File: config.mk
export PLATFORM = sky130hd
export DESIGN_NAME = fade_win_blend
export DESIGN_NICKNAME = d
export VERILOG_FILES = /design/src/rtl/fwb_pkg.sv /design/src/rtl/fwb_regs.sv /design/src/rtl/fwb_fader.sv /design/src/rtl/fwb_window.sv /design/src/rtl/fwb_mix.sv /design/src/rtl/fade_win_blend.sv
export SDC_FILE = /design/constraint.sdc
export NUM_CORES = 1
export LEC_CHECK = 0
export ABC_AREA = 1
export ABC_CLOCK_PERIOD_IN_PS = 15800
export BUFFER_PORTS_ARGS = -buffer_cell sky130_fd_sc_hd__buf_2
export CORE_ASPECT_RATIO = 1.75
export CORE_MARGIN = 2
export CORE_UTILIZATION = 50
export CTS_CLUSTER_DIAMETER = 40
export DETAILED_ROUTE_END_ITERATION = 10
export PLACE_DENSITY_LB_ADDON = 0.25
export SLEW_MARGIN = 20
export SYNTH_ARGS = -nofsm -noshare
export SYNTH_HDL_FRONTEND = slang
export SYNTH_SLANG_ARGS = --single-unit
File: constraint.sdc
create_clock -name clk -period 15.8 [get_ports clk]
set_input_delay 3.16 -clock clk [delete_from_list [all_inputs] [get_ports clk]]
set_output_delay 3.16 -clock clk [all_outputs]
set_load 0.01 [all_outputs]
File: src/rtl/fwb_pkg.sv
package fwb_pkg;
  localparam int CH_W   = 8;
  localparam int NCH    = 3;
  localparam int PIX_W  = CH_W * NCH;
  localparam int POS_W  = 11;
  localparam int HI_LSB = 16;
  localparam int DATA_W = HI_LSB + POS_W;
  localparam int CH_MAX = (1 << CH_W) - 1;
  localparam int WIN_BIT  = 2 * CH_W;
  localparam int LOAD_BIT = 2 * CH_W + 1;

  typedef enum logic [1:0] {
    SEL_KEY  = 2'd0,
    SEL_CTRL = 2'd1,
    SEL_XPOS = 2'd2,
    SEL_YPOS = 2'd3
  } sel_e;

  typedef struct packed {
    logic [PIX_W-1:0] key_color;
    logic             key_en;
    logic [CH_W-1:0]  alpha_init;
    logic [CH_W-1:0]  step;
    logic             win_en;
    logic [POS_W-1:0] x_lo;
    logic [POS_W-1:0] x_hi;
    logic [POS_W-1:0] y_lo;
    logic [POS_W-1:0] y_hi;
  } cfg_t;

  // rounded weighted mix of one channel
  function automatic logic [CH_W-1:0] mix_ch(input logic [CH_W-1:0] a,
                                             input logic [CH_W-1:0] g,
                                             input logic [CH_W-1:0] v);
    int n;
    n = int'(a) * int'(g) + (CH_MAX - int'(a)) * int'(v) + CH_MAX / 2;
    return CH_W'(n / CH_MAX);
  endfunction

  // one frame step: returns {saturated, new_alpha}
  function automatic logic [CH_W:0] step_alpha(input logic [CH_W-1:0] a,
                                               input logic [CH_W-1:0] s);
    logic signed [CH_W+1:0] sum;
    sum = $signed({2'b00, a}) + $signed({{2{s[CH_W-1]}}, s});
    if (!s[CH_W-1] && (s != '0) && (sum >= CH_MAX))
      return {1'b1, CH_W'(CH_MAX)};
    else if (s[CH_W-1] && (sum <= 0))
      return {1'b1, {CH_W{1'b0}}};
    else
      return {1'b0, sum[CH_W-1:0]};
  endfunction
endpackage

File: src/rtl/fwb_regs.sv
module fwb_regs
  import fwb_pkg::*;
(
  input  logic              clk,
  input  logic              rst_n,
  input  logic              wr_en,
  input  logic [1:0]        wr_sel,
  input  logic [DATA_W-1:0] wr_data,
  output cfg_t              cfg,
  output logic              load_req
);
  sel_e sel;
  assign sel = sel_e'(wr_sel);

  assign load_req = wr_en && (sel == SEL_CTRL) && wr_data[LOAD_BIT];

  always_ff @(posedge clk or negedge rst_n) begin
    if (!rst_n) begin
      cfg <= '0;
    end else if (wr_en) begin
      case (sel)
        SEL_KEY: begin
          cfg.key_color <= wr_data[PIX_W-1:0];
          cfg.key_en    <= wr_data[PIX_W];
        end
        SEL_CTRL: begin
          cfg.alpha_init <= wr_data[CH_W-1:0];
          cfg.step       <= wr_data[CH_W +: CH_W];
          cfg.win_en     <= wr_data[WIN_BIT];
        end
        SEL_XPOS: begin
          cfg.x_lo <= wr_data[POS_W-1:0];
          cfg.x_hi <= wr_data[HI_LSB +: POS_W];
        end
        default: begin
          cfg.y_lo <= wr_data[POS_W-1:0];
          cfg.y_hi <= wr_data[HI_LSB +: POS_W];
        end
      endcase
    end
  end
endmodule

File: src/rtl/fwb_fader.sv
module fwb_fader
  import fwb_pkg::*;
(
  input  logic            clk,
  input  logic            rst_n,
  input  logic            frame_start,
  input  logic            load_req,
  input  logic [CH_W-1:0] alpha_init,
  input  logic [CH_W-1:0] step,
  output logic [CH_W-1:0] alpha_use
);
  logic [CH_W-1:0] alpha_q, alpha_nx;
  logic            hold_q, hold_nx, pend_q;
  logic [CH_W:0]   stepped;
  logic            apply_load, apply_step;

  assign apply_load = frame_start && pend_q;
  assign apply_step = frame_start && !pend_q && !hold_q;
  assign stepped    = step_alpha(alpha_q, step);

  always_comb begin
    alpha_nx = alpha_q;
    hold_nx  = hold_q;
    if (apply_load) begin
      alpha_nx = alpha_init;
      hold_nx  = 1'b0;
    end else if (apply_step) begin
      alpha_nx = stepped[CH_W-1:0];
      hold_nx  = stepped[CH_W];
    end
  end

  // new frame's alpha already serves the frame-start pixel
  assign alpha_use = alpha_nx;

  always_ff @(posedge clk or negedge rst_n) begin
    if (!rst_n) begin
      alpha_q <= '0;
      hold_q  <= 1'b0;
      pend_q  <= 1'b0;
    end else begin
      alpha_q <= alpha_nx;
      hold_q  <= hold_nx;
      pend_q  <= load_req || (pend_q && !frame_start);
    end
  end

  a_r8_alpha_only_at_frame: assert property (@(posedge clk) disable iff (!rst_n)
    !frame_start |=> $stable(alpha_q));
  a_r9_hold_keeps_alpha: assert property (@(posedge clk) disable iff (!rst_n)
    (hold_q && !apply_load) |=> $stable(alpha_q));
  a_r9_hold_at_bound: assert property (@(posedge clk) disable iff (!rst_n)
    hold_q |-> ((alpha_q == '0) || (alpha_q == CH_W'(CH_MAX))));
  a_r10_reload_lands: assert property (@(posedge clk) disable iff (!rst_n)
    apply_load |=> ((alpha_q == $past(alpha_init)) && !hold_q));
endmodule

File: src/rtl/fwb_window.sv
module fwb_window
  import fwb_pkg::*;
(
  input  logic [POS_W-1:0] hcount,
  input  logic [POS_W-1:0] vcount,
  input  logic [POS_W-1:0] x_lo,
  input  logic [POS_W-1:0] x_hi,
  input  logic [POS_W-1:0] y_lo,
  input  logic [POS_W-1:0] y_hi,
  input  logic             win_en,
  input  logic             video_win_en,
  output logic             active
);
  logic in_x, in_y;
  assign in_x   = (hcount >= x_lo) && (hcount < x_hi);
  assign in_y   = (vcount >= y_lo) && (vcount < y_hi);
  assign active = win_en && video_win_en && in_x && in_y;
endmodule

File: src/rtl/fwb_mix.sv
module fwb_mix
  import fwb_pkg::*;
(
  input  logic             clk,
  input  logic             rst_n,
  input  logic             pix_valid,
  input  logic             active,
  input  logic             key_match,
  input  logic             key_en,
  input  logic [PIX_W-1:0] key_color,
  input  logic [CH_W-1:0]  alpha,
  input  logic [PIX_W-1:0] gfx_pix,
  input  logic [PIX_W-1:0] vid_pix,
  output logic             out_valid,
  output logic [PIX_W-1:0] out_pix
);
  logic [PIX_W-1:0] blended, pix_nx;
  logic             key_force, key_pass;

  for (genvar c = 0; c < NCH; c++) begin : g_ch
    assign blended[c*CH_W +: CH_W] =
      mix_ch(alpha, gfx_pix[c*CH_W +: CH_W], vid_pix[c*CH_W +: CH_W]);
  end

  assign key_force = active && key_match && key_en;
  assign key_pass  = active && key_match && !key_en;

  always_comb begin
    if (!active || key_pass) pix_nx = vid_pix;
    else if (key_force)      pix_nx = key_color;
    else                     pix_nx = blended;
  end

  always_ff @(posedge clk or negedge rst_n) begin
    if (!rst_n) begin
      out_valid <= 1'b0;
      out_pix   <= '0;
    end else begin
      out_valid <= pix_valid;
      out_pix   <= pix_nx;
    end
  end

  a_r7_valid_rise: assert property (@(posedge clk) disable iff (!rst_n)
    pix_valid |=> out_valid);
  a_r7_valid_fall: assert property (@(posedge clk) disable iff (!rst_n)
    !pix_valid |=> !out_valid);
  a_r5_key_color: assert property (@(posedge clk) disable iff (!rst_n)
    key_force |=> (out_pix == $past(key_color)));
  a_r6_key_no_blend: assert property (@(posedge clk) disable iff (!rst_n)
    key_pass |=> (out_pix == $past(vid_pix)));
endmodule

File: src/rtl/fade_win_blend.sv
module fade_win_blend
  import fwb_pkg::*;
(
  input  logic              clk,
  input  logic              rst_n,
  input  logic              wr_en,
  input  logic [1:0]        wr_sel,
  input  logic [DATA_W-1:0] wr_data,
  input  logic              pix_valid,
  input  logic              frame_start,
  input  logic [POS_W-1:0]  hcount,
  input  logic [POS_W-1:0]  vcount,
  input  logic              video_win_en,
  input  logic              key_match,
  input  logic [PIX_W-1:0]  gfx_pix,
  input  logic [PIX_W-1:0]  vid_pix,
  output logic              out_valid,
  output logic [PIX_W-1:0]  out_pix
);
  cfg_t            cfg;
  logic            load_req;
  logic [CH_W-1:0] alpha_use;
  logic            active;

  fwb_regs u_regs (
    .clk(clk), .rst_n(rst_n), .wr_en(wr_en), .wr_sel(wr_sel),
    .wr_data(wr_data), .cfg(cfg), .load_req(load_req)
  );

  fwb_fader u_fader (
    .clk(clk), .rst_n(rst_n), .frame_start(frame_start), .load_req(load_req),
    .alpha_init(cfg.alpha_init), .step(cfg.step), .alpha_use(alpha_use)
  );

  fwb_window u_window (
    .hcount(hcount), .vcount(vcount), .x_lo(cfg.x_lo), .x_hi(cfg.x_hi),
    .y_lo(cfg.y_lo), .y_hi(cfg.y_hi), .win_en(cfg.win_en),
    .video_win_en(video_win_en), .active(active)
  );

  fwb_mix u_mix (
    .clk(clk), .rst_n(rst_n), .pix_valid(pix_valid), .active(active),
    .key_match(key_match), .key_en(cfg.key_en), .key_color(cfg.key_color),
    .alpha(alpha_use), .gfx_pix(gfx_pix), .vid_pix(vid_pix),
    .out_valid(out_valid), .out_pix(out_pix)
  );

  a_r3_video_gate: assert property (@(posedge clk) disable iff (!rst_n)
    !video_win_en |=> (out_pix == $past(vid_pix)));
endmodule

# Yosys cells after proc, flatten, opt, wreduce, memory -nomap -nowiden
# Cells that the tools add are included.
[totals] out_inout_bits=25 reg_bits=121 in_bits=106 word_cells=81
[op_classes] reduce_logical=33 n_addsub=8 mul=6 eq_ne=2 div=3 mux=8 magnitude_cmp=6 bitwise=1
[ops] op="adder 32 bit" count=3
[ops] op="adder 32 x 8 -> 32 bit (second input constant)" count=3
[ops] op="divider 32 x 9 -> 32 bit (second input constant)" count=3
[ops] op="multiplier 32 x 9 -> 32 bit" count=3
[ops] op="multiplier 8 x 8 -> 16 bit" count=3
[ops] op="two-way mux 24 bit" count=2
[ops] op="greater-or-equal comparator 11 bit" count=2
[ops] op="< comparator 11 bit" count=2
[ops] op="two-way mux 9 bit" count=2
[ops] op="logical AND 1 bit" count=17
[ops] op="two-way mux 8 bit" count=2
[ops] op="adder 9 x 8 -> 10 bit" count=1
[ops] op="greater-or-equal comparator 10 x 9 -> 1 bit (second input constant)" count=1
[ops] op="<= comparator 10 x 1 -> 1 bit (second input constant)" count=1
[ops] op="subtractor 8 x 8 -> 9 bit (first input constant)" count=1
[ops] op="AND reduction 2 bit" count=4
[ops] op="nonzero test 8 bit" count=1
[ops] op="zero test 1 bit" count=6
[ops] op="OR reduction 3 bit" count=1
[ops] op="equality test 2 x 1 -> 1 bit (second input constant)" count=1
[ops] op="equality test 2 bit (second input constant)" count=1
[ops] op="zero test 2 bit" count=1
[ops] op="logical OR 1 bit" count=2
[ops] op="two-way mux 1 bit" count=2
[ops] op="2 further kinds" count=2

# Logic depth before layout (Yosys ltp)
# Gate-level depths: netlist of run 1.
[depth] word_depth=14 depth_mapped=116

# Cells and area by module
# From an unflattened synthesis of run 1, not the netlist that was laid out.
[unflattened] hier_cells=4886 hier_area_um2=31926.9
[modules_own_cells] module="fwb_mix" seq_area_each_um2=625.6 area_each_um2=25889.8 cells_per_inst=4116 instances=1
[modules_own_cells] module="fwb_regs" seq_area_each_um2=2152.1 area_each_um2=3642.2 cells_per_inst=385 instances=1
[modules_own_cells] module="fwb_fader" seq_area_each_um2=250.2 area_each_um2=1214.9 cells_per_inst=193 instances=1
[modules_own_cells] module="fwb_window" seq_area_each_um2=0.0 area_each_um2=1179.9 cells_per_inst=192 instances=1

# Least setup slack after synthesis of run 1
# OpenSTA, ideal clock, no wires.
[synth_path] kind="input -> register" startpoint="input frame_start" endpoint="register u_mix.out_pix[0]" arrival_time_ns=14.952 setup_time_ns=0.116 path_stages=87 path_buffers=1 required_time_ns=15.684 path_slack_ns=0.731 cell_sequence="nand3_1 > a21oi_1 > nand2_1 > o211ai_1 > o21ai_1 > inv_1 > clkbuf_1 > nor2_1 > fa_1 > fa_1 > inv_1 > fa_1 > fa_1 > inv_1 > ha_1 > inv_1 > o31ai_1 > nand2_1 > [51 not listed] > nand3_4 > nor2_4 > nand2_4 > nand2_4 > nand2_2 > nand2_1 > inv_2 > ha_1 > nand3_2 > nor2_2 > a21boi_4 > nand2_2 > nand2_1 > nand2_1 > nor2_1 > nand4_1 > nand2_1 > nand2_1"
[synth_between] elab_chain_len=11
[synth_lines] element="start: declaration" line_no="fade_win_blend.sv:10" source="input logic frame_start,"
[synth_lines] element="logical AND 1 bit (2 in series)" line_no="fwb_fader.sv:18" source="assign apply_step = frame_start && !pend_q && !hold_q;"
[synth_lines] element="two-way mux 8 bit" line_no="fwb_fader.sv:27" source="end else if (apply_step) begin"
[synth_lines] element="two-way mux 8 bit *" line_no="fwb_fader.sv:24" source="if (apply_load) begin"
[synth_lines] element="subtractor 8 x 8 -> 9 bit" line_no="fwb_pkg.sv:36" source="n = int'(a) * int'(g) + (CH_MAX - int'(a)) * int'(v) + CH_MAX / 2;"
[synth_lines] element="multiplier 32 x 9 -> 32 bit" line_no="fwb_pkg.sv:36"
[synth_lines] element="adder 32 bit *" line_no="fwb_pkg.sv:36"
[synth_lines] element="adder 32 x 8 -> 32 bit *" line_no="fwb_pkg.sv:36"
[synth_lines] element="divider 32 x 9 -> 32 bit *" line_no="fwb_pkg.sv:37" source="return CH_W'(n / CH_MAX);"
[synth_lines] element="two-way mux 24 bit *" line_no="fwb_mix.sv:30" source="else if (key_force) pix_nx = key_color;"
[synth_lines] element="two-way mux 24 bit *" line_no="fwb_mix.sv:29" source="if (!active || key_pass) pix_nx = vid_pix;"
[synth_lines] element="named net u_mix.pix_nx[0]" line_no="fwb_mix.sv:17" source="logic [PIX_W-1:0] blended, pix_nx;"
[synth_lines] element="end signal: assignment" line_no="fwb_mix.sv:40" source="out_pix <= pix_nx;"
[synth_lines] element="end: declaration" line_no="fwb_mix.sv:15" source="output logic [PIX_W-1:0] out_pix"
# Mark *: on every way through the listed nets, which the timed path passes. The rest lies on a longest branch.
# A chain may end at the register's enable or synchronous reset.

# Worst setup path after layout of run 1
[layout_path] startpoint="input frame_start" endpoint="register u_mix.out_pix[1]"
# The elaborated chain is that of the path after synthesis.

==> summary.md, run 1 <==
| Metric | Value |
|---|---|
| Status | `finished, final reports clean` |
| Top-area cell type share of the netlist area | `0.1973` |
| Placed instance area | `31,190 sq um` |
| FP Rows | `115` |
| Die footprint | `58,810 sq um` |
| Worst-Margin Slew | `0.9440 ns` |
| Worst Skew | `0.02515 ns` |
| Slew HR | `0.3640` |
| Synth Cell Area | `28,410 sq um` |
| Top cells by area, synth | `fa_1, ha_1, nand2_1, inv_1, dfrtp_1` |
| EDFF count, synth | `0` |
| Max Freq | `65.58 MHz` |
| CTS tree | `yes` |
| GPL Wtd Cong | `0.9342` |
| Maximum root-to-sink buffer count | `2` |
| Drt initial violations | `1,409` |
| Fillers | `5,238` |
| Post-route cell area | `34,530 sq um` |
| Post-synth ARST share | `1.000` |
| Root Buffer | `clkbuf_16` |
| Minimum clock period | `15.25 ns` |
| Critical path class | `in2reg` |
| Clock sinks | `121` |
| Vias in the first global route | `28,141` |
| Fraction of layout cells with a size suffix above 1 | `0.2267` |
| Req. time, crit path | `16.10 ns` |
| H-tree levels | `4` |
| Final nets | `5,260` |
| Final Core Density | `0.6138` |
| Core area | `56,260 sq um` |
| Pins Over Slew Limit | `0` |
| Hold-fix buffers, CTS | `0` |
| Primary FF master, synth | `dfrtp_1` |
| Remaining antenna violation count | `0` |
| All-Layer GR Usage | `0.2901` |
| Die width | `184.2 um` |
| Die height | `319.3 um` |
| Multi-input logic area | `23,450 sq um` |
| Total number of vias | `28,069` |
| CP peak stage delay | `0.55 ns` |
| WL final | `87.71 mm` |
| Final setup vio count | `0` |
| Slowest CP cell | `fa_1` |
| Port buffer count | `130` |
| Global-route wire length before repair | `135.0 mm` |
| Dpl hpwl | `71.34 mm` |
| Reg2reg start | `u_regs.cfg[45]` |
| Storage cell area | `3028 sq um` |
| WL/cell | `16.40 um` |
| CP Launch Type | `input port` |
| Area grow syn2layout | `21.56%` |
| Clock-pin slew on the worst setup and hold paths | `0.08 ns` |
| Skew-Pair Late Insertion Delay | `0.45 ns` |
| Number of max-cap violations | `0` |
| Final hold violations | `0` |
| Crit path DAT | `15.55 ns` |
| Critical Path Sink Type | `register` |
| Reg-to-reg setup timing slack | `0.89 ns` |
| Synth Register Bits | `121` |
| CP max FO | `8` |
| Netlist cell types | `64` |
| IO Pins | `131` |
| Via density | `5.248` |
| # DRC | `0` |
| Post-synthesis cell count | `4,223` |
| Total gr overflow | `0` |
| Period utilization | `0.9651` |
| Area leader, netlist | `fa_1` |
| Seq/Total Area, Yosys | `0.1066` |
| CTS buffer count | `17` |
| Syn avg cell area | `6.727 sq um` |
| Starting Density | `0.5049` |
| Critical path startpoint | `frame_start` |
| Initial antenna violation count | `9` |
| Worst reg2reg path endpoint | `u_mix.out_pix[1]` |
| CP dominant cell by count | `nand2_2` |
| Drt pass-1 iters | `6` |
| Critical path endpoint | `u_mix.out_pix[1]` |
| Worst r2r path cells | `92` |
| Hold WC Path Type | `reg2reg` |
| Pin count of the biggest net entering global routing | `75` |
| Synthesis warning total | `0` |
## logic make-up after synthesis
logic type,Yosys count,share of synthesized area
flip-flops,121,0.1066
buffers and inverters,1032,0.1367
adder cells (fa/ha/maj),583,0.3308
other,1,0.0001320
XOR/XNOR,79,0.02581
AO/OA/AOI/OAI,426,0.08571
AND/OR/NAND/NOR,1981,0.3143
## worst min path at each step
| stage | slack (ns) | startpoint | cells past startpoint | to |
|---|---|---|---|---|
| final | 0.48 | u_regs.cfg[84] | 2 | u_regs.cfg[84] |
| after global routing | 0.49 | u_regs.cfg[40] | 2 | u_regs.cfg[40] |
| after CTS | 0.49 | u_regs.cfg[71] | 2 | u_regs.cfg[71] |
| after detailed placement | 0.47 | u_regs.cfg[84] | 2 | u_regs.cfg[84] |
| after global placement | 0.46 | u_regs.cfg[79] | 2 | u_regs.cfg[79] |
| after floorplan | 0.45 | u_regs.cfg[62] | 2 | u_regs.cfg[62] |
## stage by stage
stage	hold WS [ns]	instances	TNS (ns)	setup WS [ns]
floorplan	0.4479	4225	0	0.7310
global placement	0.4622	5221	-1.321	-0.4741
detailed placement	0.4693	5221	-1.774	-0.5487
CTS	0.4858	5253	0	0.03258
global route	0.4934	5348	-1.007	-0.2502
finish	0.4778	5349	0	0.5516
## flip-flops by register name, summed over array words and instances, names as in the netlist
register and flops:
u_mix.out_valid 1, u_fader.pend_q 1, u_fader.alpha_q 8, u_fader.hold_q 1
u_mix.out_pix 24, u_regs.cfg 86
## layout by cell type, fill, tap and decap left out, types with 47 or more instances in the layout
cell | Yosys | routed
nand2_4 | 29 | 49
nand3_1 | 232 | 195
nand2_1 | 980 | 886
nor2_2 | 41 | 69
fa_1 | 280 | 271
o21ai_0 | 178 | 150
buf_2 | 1 | 128
buf_4 | 1 | 241
nand2_2 | 64 | 134
dfrtp_1 | 121 | 121
ha_1 | 303 | 269
nor2_4 | 19 | 52
nand3_2 | 30 | 47
a21oi_1 | 89 | 62
nor2_1 | 491 | 430
inv_1 | 911 | 890
xor2_1 | 55 | 47
inv_2 | 41 | 57
## cell type report
cell class | count | share of cell area
Clock buffer | 19 | 0.01312
Multi-Input combinational cell | 3072 | 0.6790
Sequential cell | 121 | 0.08768
Timing Repair Buffer | 392 | 0.08145
Antenna cell | 6 | 0.0004348
Clock inverter | 12 | 0.004747
Timing Repair inverter | 1 | 0.0002174
Inverter | 966 | 0.1058
Tap cell | 760 | 0.02754
## critical path, delay by kind of cell
kind / cells / cell delay (ns)
AND/OR/NAND/NOR: 41 / 4.41
adder cells (fa/ha/maj): 10 / 4.08
AO/OA/AOI/OAI: 12 / 1.90
XOR/XNOR: 2 / 0.53
buffers and inverters: 15 / 1.47
## per-layer routing
metal | share of wire | GRT usage
met5 | 0.000091 | 0
met4 | 0.077 | 0.1872
met3 | 0.036 | 0.03232
met2 | 0.55 | 0.5624
met1 | 0.34 | 0.2849
## synth_stat cells, types with 5 or more instances
library cell,count
inv_2,41
o22ai_1,22
clkbuf_1,57
a21o_1,7
inv_1,911
o21bai_1,11
clkinv_1,11
nand4_1,44
nor2_2,41
fa_1,280
nand2_1,980
o21ai_0,178
nand4_2,5
o211ai_1,21
dfrtp_1,121
nand3b_1,9
ha_1,303
nor2_1,491
buf_1,7
o21ai_1,54
a31oi_1,6
a21oi_1,89
a21oi_2,6
and2_1,6
o31ai_1,8
nor2_4,19
nand3_2,30
nand3_1,232
nand2_4,29
nor3_1,10
nand2_2,64
xnor2_1,20
xor2_1,55
nand3_4,7
## timing repair
| action | CTS | global route |
|---|---|---|
| gates cloned | 0 | 1 |
| pin swaps | 0 | 198 |
| buffers inserted | 1 | 89 |
| resized for setup | 4 | 484 |
| setup endpoints to repair | 2 | 8 |
Power of run 1 is left out: the tool's default activity adds up to more than one toggle a clock period on the data nets, which glitch-free logic cannot reach.
==> inputs of run 2 (changes only) <==
--- a/config.mk
+++ b/config.mk
@@ -14,6 +14,7 @@
 export CTS_CLUSTER_DIAMETER = 40
 export DETAILED_ROUTE_END_ITERATION = 10
 export PLACE_DENSITY_LB_ADDON = 0.25
+export RECOVER_POWER = 50
 export SLEW_MARGIN = 20
 export SYNTH_ARGS = -nofsm -noshare
 export SYNTH_HDL_FRONTEND = slang
==> run 2 against run 1 <==
Against the previous run:
- the flow now finishes with violations (max-capacitance violations, max-slew violations)
- clock skew about the same
- cell count did not move
- core utilization is 0.060 points lower
- global-route usage unchanged
- setup slack worse by 0.020 ns
- non-clock buffer count did not move
- critical path depth unchanged
- flip-flop and latch count unchanged
- clock-buffer cell count unchanged
- first-iteration DRC count rose by 4.0%
- critical path type unchanged
- highest routed layer unchanged
==> summary.md, run 2 (synthesis results as in run 1) <==
| Metric | Value |
|---|---|
| Hold-fix buffers, CTS | `0` |
| GPL Wtd Cong | `0.9342` |
| Crit path DAT | `15.56 ns` |
| Critical Path Sink Type | `register` |
| Worst-Margin Slew | `3.112 ns` |
| CP max FO | `8` |
| Final hold violations | `0` |
| Worst r2r path cells | `88` |
| Req. time, crit path | `16.10 ns` |
| # DRC | `0` |
| Period utilization | `0.9664` |
| Starting Density | `0.5049` |
| Via density | `5.245` |
| Drt initial violations | `1,465` |
| Most frequent cells in the layout | `inv_1, nand2_1, nor2_1` |
| Global-route wire length before repair | `135.0 mm` |
| CTS buffer count | `17` |
| All-Layer GR Usage | `0.2901` |
| Pin count of the biggest net entering global routing | `75` |
| Status | `finished with violations` |
| CP peak stage delay | `0.55 ns` |
| Vias in the first global route | `28,141` |
| Hold WC Path Type | `reg2reg` |
| Port buffer count | `130` |
| H-tree levels | `4` |
| Slowest CP cell | `fa_1` |
| IO Pins | `131` |
| Drt pass-1 iters | `6` |
| Skew-Pair Late Insertion Delay | `0.44 ns` |
| CP dominant cell by count | `nand2_2` |
| Fraction of layout cells with a size suffix above 1 | `0.2237` |
| FP Rows | `115` |
| Area grow syn2layout | `21.44%` |
| Pins Over Slew Limit | `210` |
| WL/cell | `16.37 um` |
| WL final | `87.59 mm` |
| Number of max-cap violations | `5` |
| Hold path cells | `2` |
| Clock-pin slew on the worst setup and hold paths | `0.08 ns` |
| Largest regs | `u_regs.cfg (86), u_mix.out_pix (24), u_fader.alpha_q (8)` |
| Critical path class | `in2reg` |
| Max Freq | `65.49 MHz` |
| Worst Skew | `0.02532 ns` |
| Remaining antenna violation count | `0` |
| Max reg flops | `86` |
| Root Buffer | `clkbuf_16` |
| Initial antenna violation count | `9` |
| Die footprint | `58,810 sq um` |
| Clock sinks | `121` |
| Total number of vias | `28,056` |
| Final setup vio count | `0` |
| Dpl hpwl | `71.34 mm` |
| Most common cell after layout, fill and taps aside | `inv_1` |
| Minimum clock period | `15.27 ns` |
| CTS tree | `yes` |
| Die width | `184.2 um` |
| CP Launch Type | `input port` |
| Final Core Density | `0.6132` |
| Die height | `319.3 um` |
| Placement Setup Slack | `-0.5487 ns` |
| Total gr overflow | `0` |
| Failing checks | `max-capacitance violations, max-slew violations` |
| Core area | `56,260 sq um` |
| Maximum root-to-sink buffer count | `2` |
| Setup tns final | `0 ns` |
| Largest Register | `u_regs.cfg` |
| Setup ws final | `0.5316 ns` |
| Slew HR | `-1.074` |
| Final nets | `5,260` |
## run 2: cell types whose count changed in the layout (fill, tap and decap cells not counted)
cell,previous run,this run
buf_6,10,9
clkbuf_1,0,14
buf_2,128,119
buf_4,241,237
## run 2: timing repair
action / 4_1_cts / 5_1_grt
endpoints found under the hold margin: 0 / 0
cloned: 0 / 1
gates resized for setup: 4 / 484
pin swaps: 0 / 198
buffers inserted: 1 / 89
endpoints found under the setup margin: 2 / 8
## run 2: layout make-up
| cell class | count | area [sq um] |
|---|---|---|
| Timing Repair inverter | 1 | 7.507 |
| Inverter | 966 | 3652 |
| Clock buffer | 19 | 452.9 |
| Multi-Input combinational cell | 3072 | 23450 |
| Clock inverter | 12 | 163.9 |
| Timing Repair Buffer | 392 | 2779 |
| Tap cell | 760 | 950.9 |
| Fill cell | 5242 | 21760 |
| Sequential cell | 121 | 3028 |
| Antenna cell | 6 | 15.01 |
## run 2: routing by layer
metal / global-route usage / vias up / share of wire
met4: 0.1872 / 4 / 0.077
li1: - / 13621 / -
met5: 0 / - / 0.00025
met1: 0.2849 / 13365 / 0.34
met2: 0.5624 / 721 / 0.55
met3: 0.03232 / 345 / 0.035
## run 2: through the flow
stage                     area [sq um]  hold slack [ns]  instances
after floorplan                  28410           0.4479       4225
after global routing             34500           0.4934       5348
final                            34500           0.4804       5349
after detailed placement         31190           0.4693       5221
after global placement           31190           0.4622       5221
after CTS                        31820           0.4858       5253
## run 2: worst paths after layout
check,from,endpoint,slack [ns]
setup / recovery,frame_start,u_mix.out_pix[1],0.53
hold / removal,u_regs.cfg[84],u_regs.cfg[84],0.48
setup reg to reg,u_regs.cfg[45],u_mix.out_pix[1],0.89
hold reg to reg,u_regs.cfg[84],u_regs.cfg[84],0.48
max in group asynchronous,rst_n,u_mix.out_pix[13],9.82
min in group asynchronous,rst_n,u_mix.out_pix[20],3.73
## run 2: worst max-delay path, delay by kind of cell
family / cells / cell delay [ns]
and+or+nand+nor: 41 / 4.42
buffers and inverters: 15 / 1.47
adders and majority gates: 10 / 4.09
xor gates and xnor gates: 2 / 0.53
AOI/OAI and AO/OA: 12 / 1.90
Power of run 2 is left out for the same reason.
